===== src/rtl/nrf_pkg.sv =====
package nrf_pkg;

    typedef enum logic [1:0] {
        STEP_HOLD = 2'd0,
        STEP_UP   = 2'd1,
        STEP_DOWN = 2'd2
    } step_e;

    typedef enum logic [1:0] {
        CSRC_KEEP  = 2'd0,
        CSRC_ALU   = 2'd1,
        CSRC_RING  = 2'd2,
        CSRC_FIXED = 2'd3
    } csrc_e;

endpackage


===== src/rtl/nrf_accum.sv =====
module nrf_accum #(
    parameter int W = 4
) (
    input  logic         clk,
    input  logic         rst,
    input  logic [W-1:0] alu_res,
    input  logic         alu_ovf,
    input  logic         ld_acc,
    input  logic         rot_go,
    input  logic         rot_dir_l,
    input  logic         c_force,
    input  logic         c_clear,
    output logic [W-1:0] acc_q,
    output logic         carry_q
);
    import nrf_pkg::*;

    typedef struct packed {
        logic [W-1:0] acc;
        logic         c;
    } acc_state_t;

    acc_state_t cur_q, nxt_d;
    csrc_e      csrc_d;
    logic       fixed_d;

    // carry source selection: ALU load > rotate > force > clear
    always_comb begin
        csrc_d  = CSRC_KEEP;
        fixed_d = 1'b0;
        if (ld_acc) begin
            csrc_d = CSRC_ALU;
        end else if (rot_go) begin
            csrc_d = CSRC_RING;
        end else if (c_force) begin
            csrc_d  = CSRC_FIXED;
            fixed_d = 1'b1;
        end else if (c_clear) begin
            csrc_d  = CSRC_FIXED;
            fixed_d = 1'b0;
        end
    end

    always_comb begin
        nxt_d = cur_q;
        unique case (csrc_d)
            CSRC_ALU: begin
                nxt_d.acc = alu_res;
                nxt_d.c   = alu_ovf;
            end
            CSRC_RING: begin
                if (rot_dir_l) begin
                    nxt_d.acc = {cur_q.acc[W-2:0], cur_q.c};
                    nxt_d.c   = cur_q.acc[W-1];
                end else begin
                    nxt_d.acc = {cur_q.c, cur_q.acc[W-1:1]};
                    nxt_d.c   = cur_q.acc[0];
                end
            end
            CSRC_FIXED: nxt_d.c = fixed_d;
            default:    nxt_d = cur_q;
        endcase
    end

    always_ff @(posedge clk) begin
        if (rst) begin
            cur_q <= '0;
        end else begin
            cur_q <= nxt_d;
        end
    end

    assign acc_q   = cur_q.acc;
    assign carry_q = cur_q.c;

    AST_ACC_LOAD: assert property (@(posedge clk) disable iff (rst)
        ld_acc |=> (acc_q == $past(alu_res)) && (carry_q == $past(alu_ovf)));
    AST_RING_LEFT: assert property (@(posedge clk) disable iff (rst)
        (rot_go && rot_dir_l && !ld_acc) |=>
            (acc_q == {$past(acc_q[W-2:0]), $past(carry_q)}) && (carry_q == $past(acc_q[W-1])));
    AST_RING_RIGHT: assert property (@(posedge clk) disable iff (rst)
        (rot_go && !rot_dir_l && !ld_acc) |=>
            (acc_q == {$past(carry_q), $past(acc_q[W-1:1])}) && (carry_q == $past(acc_q[0])));
    AST_CARRY_FORCE: assert property (@(posedge clk) disable iff (rst)
        (c_force && !ld_acc && !rot_go) |=> carry_q);
    AST_CARRY_CLEAR: assert property (@(posedge clk) disable iff (rst)
        (c_clear && !c_force && !ld_acc && !rot_go) |=> !carry_q);

endmodule


===== src/rtl/nrf_pair.sv =====
module nrf_pair #(
    parameter int W       = 4,
    parameter bit STEP_EN = 1'b0
) (
    input  logic           clk,
    input  logic           rst,
    input  logic [W-1:0]   ld_val,
    input  logic           ld,
    input  logic           swap,
    input  nrf_pkg::step_e step,
    output logic [W-1:0]   main_q,
    output logic [W-1:0]   shadow_q
);
    import nrf_pkg::*;

    localparam logic [W-1:0] ONE = {{(W-1){1'b0}}, 1'b1};

    typedef struct packed {
        logic [W-1:0] main;
        logic [W-1:0] shadow;
    } pair_state_t;

    pair_state_t  cur_q, nxt_d;
    logic [W-1:0] stepped;

    generate
        if (STEP_EN) begin : g_step
            always_comb begin
                unique case (step)
                    STEP_UP:   stepped = cur_q.main + ONE;
                    STEP_DOWN: stepped = cur_q.main - ONE;
                    default:   stepped = cur_q.main;
                endcase
            end
        end else begin : g_nostep
            logic [1:0] step_unused;
            assign step_unused = step;
            assign stepped     = cur_q.main;
        end
    endgenerate

    // priority: exchange > load > step
    always_comb begin
        nxt_d = cur_q;
        if (swap) begin
            nxt_d.main   = cur_q.shadow;
            nxt_d.shadow = cur_q.main;
        end else if (ld) begin
            nxt_d.main = ld_val;
        end else begin
            nxt_d.main = stepped;
        end
    end

    always_ff @(posedge clk) begin
        if (rst) begin
            cur_q <= '0;
        end else begin
            cur_q <= nxt_d;
        end
    end

    assign main_q   = cur_q.main;
    assign shadow_q = cur_q.shadow;

    AST_PAIR_SWAP: assert property (@(posedge clk) disable iff (rst)
        swap |=> (main_q == $past(shadow_q)) && (shadow_q == $past(main_q)));
    AST_PAIR_LOAD: assert property (@(posedge clk) disable iff (rst)
        (ld && !swap) |=> (main_q == $past(ld_val)) && $stable(shadow_q));
    AST_SHADOW_HOLD: assert property (@(posedge clk) disable iff (rst)
        !swap |=> $stable(shadow_q));

endmodule


===== src/rtl/nrf_status.sv =====
module nrf_status (
    input  logic clk,
    input  logic rst,
    input  logic st_upd,
    input  logic st_val,
    input  logic cond_op,
    output logic status_q,
    output logic skip,
    output logic exec
);
    typedef struct packed {
        logic s;
    } st_state_t;

    st_state_t cur_q, nxt_d;

    assign skip = cond_op & ~cur_q.s;
    assign exec = cond_op & cur_q.s;

    // a skip re-arms the flag and wins over a capture
    always_comb begin
        nxt_d = cur_q;
        if (skip) begin
            nxt_d.s = 1'b1;
        end else if (st_upd) begin
            nxt_d.s = st_val;
        end
    end

    always_ff @(posedge clk) begin
        if (rst) begin
            cur_q <= '{s: 1'b1};
        end else begin
            cur_q <= nxt_d;
        end
    end

    assign status_q = cur_q.s;

    AST_SKIP_REARM: assert property (@(posedge clk) disable iff (rst)
        (cond_op && !status_q) |=> status_q);
    AST_STATUS_CAPTURE: assert property (@(posedge clk) disable iff (rst)
        (st_upd && !(cond_op && !status_q)) |=> (status_q == $past(st_val)));
    AST_STATUS_HOLD: assert property (@(posedge clk) disable iff (rst)
        (!st_upd && !cond_op) |=> $stable(status_q));

endmodule


===== src/rtl/nibble_regfile.sv =====
module nibble_regfile #(
    parameter int W = 4
) (
    input  logic           clk,
    input  logic           rst,
    input  logic [W-1:0]   alu_res,
    input  logic           alu_ovf,
    input  logic           ld_acc,
    input  logic           ld_scr,
    input  logic           ld_file,
    input  logic           ld_dig,
    input  logic           swap_file,
    input  logic           swap_dig,
    input  logic           rot_go,
    input  logic           rot_dir_l,
    input  logic           c_force,
    input  logic           c_clear,
    input  logic           dig_step,
    input  logic           dig_down,
    input  logic           st_upd,
    input  logic           st_val,
    input  logic           cond_op,
    output logic [W-1:0]   acc,
    output logic [W-1:0]   scr,
    output logic [W-1:0]   file_r,
    output logic [W-1:0]   file_sh,
    output logic [W-1:0]   dig_r,
    output logic [W-1:0]   dig_sh,
    output logic           carry,
    output logic           status,
    output logic           skip,
    output logic           exec,
    output logic [2*W-1:0] file_addr,
    output logic [2*W-1:0] dig_addr
);
    import nrf_pkg::*;

    step_e        dig_step_d;
    logic [W-1:0] scr_d, scr_q;

    always_comb begin
        if (!dig_step) begin
            dig_step_d = STEP_HOLD;
        end else if (dig_down) begin
            dig_step_d = STEP_DOWN;
        end else begin
            dig_step_d = STEP_UP;
        end
    end

    always_comb begin
        scr_d = scr_q;
        if (ld_scr) begin
            scr_d = alu_res;
        end
    end

    always_ff @(posedge clk) begin
        if (rst) begin
            scr_q <= '0;
        end else begin
            scr_q <= scr_d;
        end
    end

    nrf_accum #(.W(W)) u_accum (
        .clk       (clk),
        .rst       (rst),
        .alu_res   (alu_res),
        .alu_ovf   (alu_ovf),
        .ld_acc    (ld_acc),
        .rot_go    (rot_go),
        .rot_dir_l (rot_dir_l),
        .c_force   (c_force),
        .c_clear   (c_clear),
        .acc_q     (acc),
        .carry_q   (carry)
    );

    nrf_pair #(.W(W), .STEP_EN(1'b0)) u_file (
        .clk      (clk),
        .rst      (rst),
        .ld_val   (alu_res),
        .ld       (ld_file),
        .swap     (swap_file),
        .step     (STEP_HOLD),
        .main_q   (file_r),
        .shadow_q (file_sh)
    );

    nrf_pair #(.W(W), .STEP_EN(1'b1)) u_dig (
        .clk      (clk),
        .rst      (rst),
        .ld_val   (alu_res),
        .ld       (ld_dig),
        .swap     (swap_dig),
        .step     (dig_step_d),
        .main_q   (dig_r),
        .shadow_q (dig_sh)
    );

    nrf_status u_status (
        .clk      (clk),
        .rst      (rst),
        .st_upd   (st_upd),
        .st_val   (st_val),
        .cond_op  (cond_op),
        .status_q (status),
        .skip     (skip),
        .exec     (exec)
    );

    assign scr       = scr_q;
    assign file_addr = {file_sh, file_r};
    assign dig_addr  = {dig_sh, dig_r};

    AST_DIG_STEP: assert property (@(posedge clk) disable iff (rst)
        (dig_step && !dig_down && !ld_dig && !swap_dig) |=> (dig_r == $past(dig_r) + W'(1)));
    AST_SCR_HOLD: assert property (@(posedge clk) disable iff (rst)
        !ld_scr |=> $stable(scr));
    AST_RESET_STATE: assert property (@(posedge clk)
        $past(rst) |-> (acc == '0) && !carry && status && (dig_r == '0) && (file_sh == '0));

endmodule


===== config.mk =====
export PLATFORM = sky130hd
export DESIGN_NAME = nibble_regfile
export DESIGN_NICKNAME = d
export VERILOG_FILES = /design/src/rtl/nrf_pkg.sv /design/src/rtl/nrf_accum.sv /design/src/rtl/nrf_pair.sv /design/src/rtl/nrf_status.sv /design/src/rtl/nibble_regfile.sv
export SDC_FILE = /design/constraint.sdc
export NUM_CORES = 1
export LEC_CHECK = 0
export CAP_MARGIN = 25
export CORE_UTILIZATION = 43
export DETAILED_ROUTE_END_ITERATION = 8
export PLACE_DENSITY_LB_ADDON = 0.08
export SLEW_MARGIN = 20
export SYNTH_ARGS = -nofsm -noshare
export SYNTH_HDL_FRONTEND = slang
export SYNTH_SLANG_ARGS = --single-unit

===== constraint.sdc =====
create_clock -name clk -period 2.2 [get_ports clk]
set_input_delay 0.22 -clock clk [delete_from_list [all_inputs] [get_ports clk]]
set_output_delay 0.22 -clock clk [all_outputs]
set_load 0.005 [all_outputs]

==> results of run 1 <==
[flip-flops by register name, indices dropped and copies added, names as in the netlist]
name / cells
u_status.status_q: 1
u_accum.carry_q: 1
u_file.main_q: 4
scr: 4
u_dig.main_q: 4
u_file.shadow_q: 4
u_dig.shadow_q: 4
u_accum.acc_q: 4
[layout make-up]
type	count	share of cell area [%]
timing repair buffer	67	34.32
clock buffer	3	1.161
sequential	26	26.84
multi-input combinational	104	34.45
inverter	2	0.3871
tap	44	2.839
[power by group]
part / leakage (nW) / switching [W] / internal [W] / total (W)
sequential: 0.213 / 0.0000226 / 0.000493 / 0.000515
clock: 0.0138 / 0.000130 / 0.0000639 / 0.000194
combinational: 0.542 / 0.0000837 / 0.000133 / 0.000217
total: 0.769 / 0.000236 / 0.000690 / 0.000926
[worst min path at each step]
| stage | slack, ns | start | end | depth (start not counted) |
|---|---|---|---|---|
| 4_1_cts | 0.44 | alu_ovf | u_accum.carry_q | 3 |
| 6_report | 0.45 | alu_ovf | u_accum.carry_q | 3 |
| 3_3_place_gp | 0.47 | scr[0] | scr[0] | 2 |
| 5_1_grt | 0.43 | alu_ovf | u_accum.carry_q | 3 |
| 3_5_place_dp | 0.48 | scr[3] | scr[3] | 2 |
| 2_1_floorplan | 0.34 | st_val | u_status.status_q | 2 |
[routing by layer]
| metal | vias to the layer above | share of wire [%] | routed length (um) |
|---|---|---|---|
| li1 | 611 | - | - |
| met2 | 42 | 49 | 1490 |
| met3 | 4 | 6.4 | 195 |
| met1 | 560 | 43 | 1319 |
| met4 | 0 | 1.2 | 38 |
| met5 | - | 0 | 0 |
[cells in the final DEF, fill, tap and decap left out, drive strengths merged]
cell / n
clkdlybuf4s50: 65
nor2: 34
dfxtp: 26
mux2i: 25
a21oi: 12
nand2: 7
a211oi: 5
o21ai: 3
nand4b: 3
clkbuf: 3
xnor2: 2
inv: 2
buf: 2
nor2b: 1
and2: 1
or4b: 1
a2111oi: 1
a22oi: 1
nand3b: 1
o2bb2ai: 1
a211o: 1
or3b: 1
nor4bb: 1
a21boi: 1
nor3: 1
ha: 1
[stage by stage]
step	power (W)	util [%]	instances	instance area, um2	setup slack [ns]
final	0.0009258	64.05	246	1939	0.5131
after global routing	0.0009856	64.05	246	1939	0.3782
after CTS	0.0009379	64.05	246	1939	0.5216
after detailed placement	0.0007430	63.31	243	1917	0.2050
after global placement	0.0007369	63.31	243	1917	0.3287
after floorplan	0.0006351	-	160	1373	0.6765
[cells by family after synthesis]
| kind of cell | count (synthesis) | synth area share (%) |
|---|---|---|
| AOI/OAI and AO/OA | 25 | 11.21 |
| adders and majority gates | 1 | 0.9114 |
| xor gates and xnor gates | 2 | 1.276 |
| muxes | 25 | 18.23 |
| DFF | 26 | 37.92 |
| and+or+nand+nor | 51 | 17.05 |
| buffers and inverters | 30 | 13.40 |
[synthesized netlist by cell type, drive strengths merged (2+ instances only)]
cell	n	area share, %
a211oi	5	2.7
xnor2	2	1.3
nor2	34	9.3
inv	2	0.55
o21ai	3	1.1
nand4b	3	1.9
nand2	7	1.9
buf	19	10
dfxtp	26	38
clkbuf	9	2.5
mux2i	25	18
a21oi	12	4.4
[critical path, stage by stage (launching register included)]
cell	delay (ns)
dfxtp_1	0.40
or4b_1	0.56
a2111oi_0	0.39
nand3b_1	0.16
o2bb2ai_1	0.11
==> key figures, run 1 <==
Status
  • Outcome: finished clean

Timing
  • Pins Over Slew Limit: 0
  • Hold Vio Cnt, Final: 0
  • Slew HR: 65.67%
  • Sum Neg Setup Slack: 0 ns
  • Hold_ws: 0.4464 ns
  • Slew @ Worst Pin: 0.5133 ns
  • RSZ-0062 raised after global routing: no
  • Final period utilization: 76.68%
  • Clock Skews: 0.01049 ns
  • Peak Freq: 0.5928 GHz
  • Final setup fails: 0
  • Final min period: 1.687 ns

Setup path
  • CP Launch Point: u_dig.main_q[2]
  • Worst endpoint required time: 2.45 ns
  • Worst EP arrival: 1.94 ns
  • Crit path launch type: register
  • R2r setup slk: 0.51 ns
  • CP endpoint kind: register
  • Crit path max fanout: 8
  • FF-to-FF path depth: 4
  • WS Path Type: reg2reg
  • RR Startpoint: u_dig.main_q[2]
  • FF-to-FF End: u_dig.main_q[3]
  • Worst Setup EP: u_dig.main_q[3]

CTS
  • Sink Count: 26
  • Resized Gates After CTS: 0
  • CTS tree: done
  • CTS H-tree lvls: 1
  • Worst-Skew Late Latency: 0.31 ns
  • Root buffer cell: clkbuf_4
  • Num CTS Buffers: 3
  • Worst-path clk slew: 0.14 ns
  • Post-CTS Setup Bufs: 0
  • Post-CTS Hold Fix Bufs: 0
  • Longest Clk Path Bufs: 2

Power
  • LEAKAGE: 0.7690 nW
  • VDD IR max: 198.5 uV
  • P per Cell Area: 477.4 nW/um2

Hold path
  • Worst Hold Class: in2reg

Finish
  • Area delta synth->final: 41.29%
  • Layout cells sized above 1: 2.475%
  • Ant diodes: 0
  • Footprint of the multi-input gates: 668.1 um2
  • Reg area: 520.5 um2
  • Layout Nets: 227
  • Fill count: 290

Die
  • Core ar.: 3028 um2
  • I/O Pins: 66
  • # rows: 20
  • Die area: 3422 um2
  • Chip width: 58.50 um
  • Die Y: 58.50 um
  • Starting Density: 45.33%

Detailed routing
  • Drt drc: 0
  • DR pass1 iterations: 4
  • Routed Antenna Nets: 0
  • Wire per inst: 12.37 um
  • DR vias/cell: 4.947
  • 1st-iter DRT viols: 38
  • Total Wirelength: 3044 um
  • Vias: 1217

Global route
  • M3 GR Usage: 3.516%
  • Initial antenna violation count: 0
  • GR Util met2: 33.50%
  • Vias in the first global route: 1110
  • Met1 Use GR: 22.85%
  • Tot GR Track Use: 18.96%
  • Grt total ovfl: 0
  • Pin count of the biggest net entering global routing: 28
  • Gr busiest metal: met2
  • First-pass GRT wire length: 5016 um

Yosys
  • Synth Instances: 160
  • Syn avg cell area: 8.579 um2
  • Fraction of registers with async set/reset: 0%
  • Unique cell type count in the Yosys netlist: 25
  • Net Count, Synth: 183
  • Sequential share of the synthesized area: 37.92%
  • Mapped Area: 1373 um2
  • YS warnings: 0
  • Synth Flop Type: dfxtp_1
  • Synth Register Bits: 26
  • Post-synth EDFFs: 0

Job
  • Max Cap Viol: 0

Placed design
  • Routability cong.: 0.7753
  • Dpl hpwl: 2268 um
  • I/O Buffers: 65
(Power assumes the default switching activity.)
==> inputs of run 2 (changes only) <==
--- a/config.mk
+++ b/config.mk
@@ -6,7 +6,7 @@
 export NUM_CORES = 1
 export LEC_CHECK = 0
 export CAP_MARGIN = 25
-export CORE_UTILIZATION = 43
+export CORE_UTILIZATION = 36
 export DETAILED_ROUTE_END_ITERATION = 8
 export PLACE_DENSITY_LB_ADDON = 0.08
 export SLEW_MARGIN = 20
==> constraint.sdc (replaced) <==
create_clock -name clk -period 1.5 [get_ports clk]
set_input_delay 0.15 -clock clk [delete_from_list [all_inputs] [get_ports clk]]
set_output_delay 0.15 -clock clk [all_outputs]
set_load 0.005 [all_outputs]
==> key figures, run 2 (synthesis results as in run 1) <==
Status
  • Outcome: finished clean

Global route
  • Vias in the first global route: 1171 (+5.5%)
  • Grt total ovfl: 0 (unchanged)
  • Initial antenna violation count: 0 (unchanged)
  • Tot GR Track Use: 16.78% (-2.2 points)
  • Pin count of the biggest net entering global routing: 18 (-36%)
  • First-pass GRT wire length: 5451 um (+8.7%)

Finish
  • Layout Nets: 234 (+3.1%)
  • Area delta synth->final: 52.05%
  • Util after Layout: 57.01% (-7.0 points)
  • Cell area after layout: 2087 um2 (+7.6%)
  • Fill count: 355 (+22%)
  • Layout cells sized above 1: 9.524% (+7.0 points)
  • Most common cell after layout, fill and taps aside: clkdlybuf4s50_1
  • Ant diodes: 0 (unchanged)
  • Commonest cells after routing, fill and taps aside: clkdlybuf4s50_1 (62), nor2_1 (34), mux2i_1 (25), dfxtp_1 (25), a21oi_1 (12)

Detailed routing
  • DR pass1 iterations: 4 (unchanged)
  • DR vias/cell: 4.806 (-2.8%)
  • Drt drc: 0 (unchanged)
  • Total Wirelength: 3227 um (+6.0%)
  • Vias: 1240 (+1.9%)
  • Routed Antenna Nets: 0 (unchanged)
  • Wire per inst: 12.51 um (+1.1%)
  • 1st-iter DRT viols: 77 (+100%)

Die
  • Core ar.: 3661 um2 (+21%)
  • Chip width: 63.75 um (+9.0%)
  • Starting Density: 37.49% (-7.8 points)
  • # rows: 22 (+10%)
  • I/O Pins: 66 (unchanged)
  • Die Y: 63.75 um (+9.0%)
  • Die area: 4063 um2 (+19%)

Hold path
  • Hold Path Origin: dig_step
  • Worst Hold Class: in2reg

Setup path
  • Worst endpoint required time: 1.70 ns (-0.75 ns)
  • Crit path launch type: register
  • FF-to-FF End: u_dig.main_q[3]
  • FF-to-FF path depth: 4 (unchanged)
  • Crit-path max cell delay: 0.51 ns (-0.05 ns)
  • R2r setup slk: 0.01 ns (-0.50 ns)
  • Worst EP arrival: 1.69 ns (-0.25 ns)
  • Crit path max fanout: 5 (-3)
  • Crit-path slowest cell: or4b_4
  • CP endpoint kind: register
  • CP Launch Point: u_dig.main_q[1]
  • RR Startpoint: u_dig.main_q[1]
  • WS Path Type: reg2reg
  • Worst Setup EP: u_dig.main_q[3]
  • Critical-path cell list: or4b_4 > a2111oi_4 > nand3b_1 > o2bb2ai_1

Timing
  • Sum Neg Setup Slack: 0 ns (unchanged)
  • Slew @ Worst Pin: 0.4647 ns (-0.04864 ns)
  • Final min period: 1.486 ns (-0.2011 ns)
  • Final period utilization: 99.05% (+22 points)
  • Clock Skews: 0.002138 ns (-0.008348 ns)
  • Peak Freq: 0.6730 GHz (+14%)
  • RSZ-0062 raised after global routing: yes
  • Hold Vio Cnt, Final: 0 (unchanged)
  • Slew HR: 68.92% (+3.3 points)
  • Pins Over Slew Limit: 0 (unchanged)
  • Final setup fails: 0 (unchanged)

CTS
  • Post-CTS Hold Fix Bufs: 0 (unchanged)
  • CTS H-tree lvls: 1 (unchanged)
  • Num CTS Buffers: 3 (unchanged)
  • Root buffer cell: clkbuf_8
  • Worst-Skew Late Latency: 0.27 ns (-0.04 ns)
  • Worst-path clk slew: 0.09 ns (-0.05 ns)
  • Longest Clk Path Bufs: 2 (unchanged)
  • CTS tree: done
  • Sink Count: 26 (unchanged)

Placed design
  • Dpl hpwl: 2388 um (+5.3%)
  • I/O Buffers: 65 (unchanged)
  • Post-DP Area: 1967 um2 (+2.6%)
  • Routability cong.: 0.7835 (+1.1%)

Power
  • VDD IR max: 499.3 uV (+150%)
  • P per Cell Area: 745.9 nW/um2 (+56%)
  • LEAKAGE: 0.8595 nW (+12%)

Job
  • Max Cap Viol: 0 (unchanged)
run 2: cell count changes in the layout (fill, tap and decap cells not counted), sizes merged:
cell and delta:
dlymetal6s2s +2, dlygate4sd2 +1, buf +7, clkbuf +1, clkdlybuf4s50 -3
run 2: worst min path at each step:
| stage | endpoint | slack [ns] | cells past startpoint |
|---|---|---|---|
| finish | u_dig.main_q[2] | 0.39 | 4 |
| floorplan | u_status.status_q | 0.27 | 2 |
| global placement | scr[3] | 0.48 | 2 |
| detailed placement | scr[0] | 0.48 | 2 |
| CTS | u_accum.carry_q | 0.43 | 3 |
| global route | u_dig.main_q[2] | 0.41 | 4 |
run 2: area by class of cell:
type	instances	area, um2	share of cell area (%)
Sequential cell	26	524.3	25.12
Tap cell	48	60.06	2.878
Multi-Input combinational cell	104	718.2	34.41
Timing Repair Buffer	74	721.9	34.59
Clock buffer	4	55.05	2.638
Inverter	2	7.507	0.3597
run 2: per-stage QoR:
step                worst slack, ns  power [W]  hold slack, ns  instances
CTS                        0.002520   0.001568          0.4330        257
global placement            -0.2949   0.001095          0.4761        253
global route               -0.05038   0.001642          0.4095        258
finish                      0.01422   0.001557          0.3923        258
floorplan                   0.01102  0.0009314          0.2702        160
detailed placement          -0.3773   0.001102          0.4824        253
run 2: routing by layer:
layer	up-vias	part of all wire [%]	global-route usage, %
li1	630	-	-
met1	563	47	20.80
met2	41	46	27.93
met3	6	6.2	4.464
met4	0	1.4	5.682
met5	-	0	0
run 2: where the power goes:
group	switching, W	internal [W]	leakage (nW)
Combinational	0.000137	0.000215	0.617
Sequential	0.0000299	0.000721	0.214
Clock	0.000219	0.000235	0.0288
run 2: critical path, delay by kind of cell, from the launching register on:
family          cells  cell delay, ns
compound gates      2            0.40
simple gates        2            0.65
flops               1            0.37
run 2: repair_timing:
item	in CTS	in global routing
cloned	0	0
gates resized for setup	7	8
setup buffers	0	1
pin swaps	1	5
setup endpoints to repair	4	3
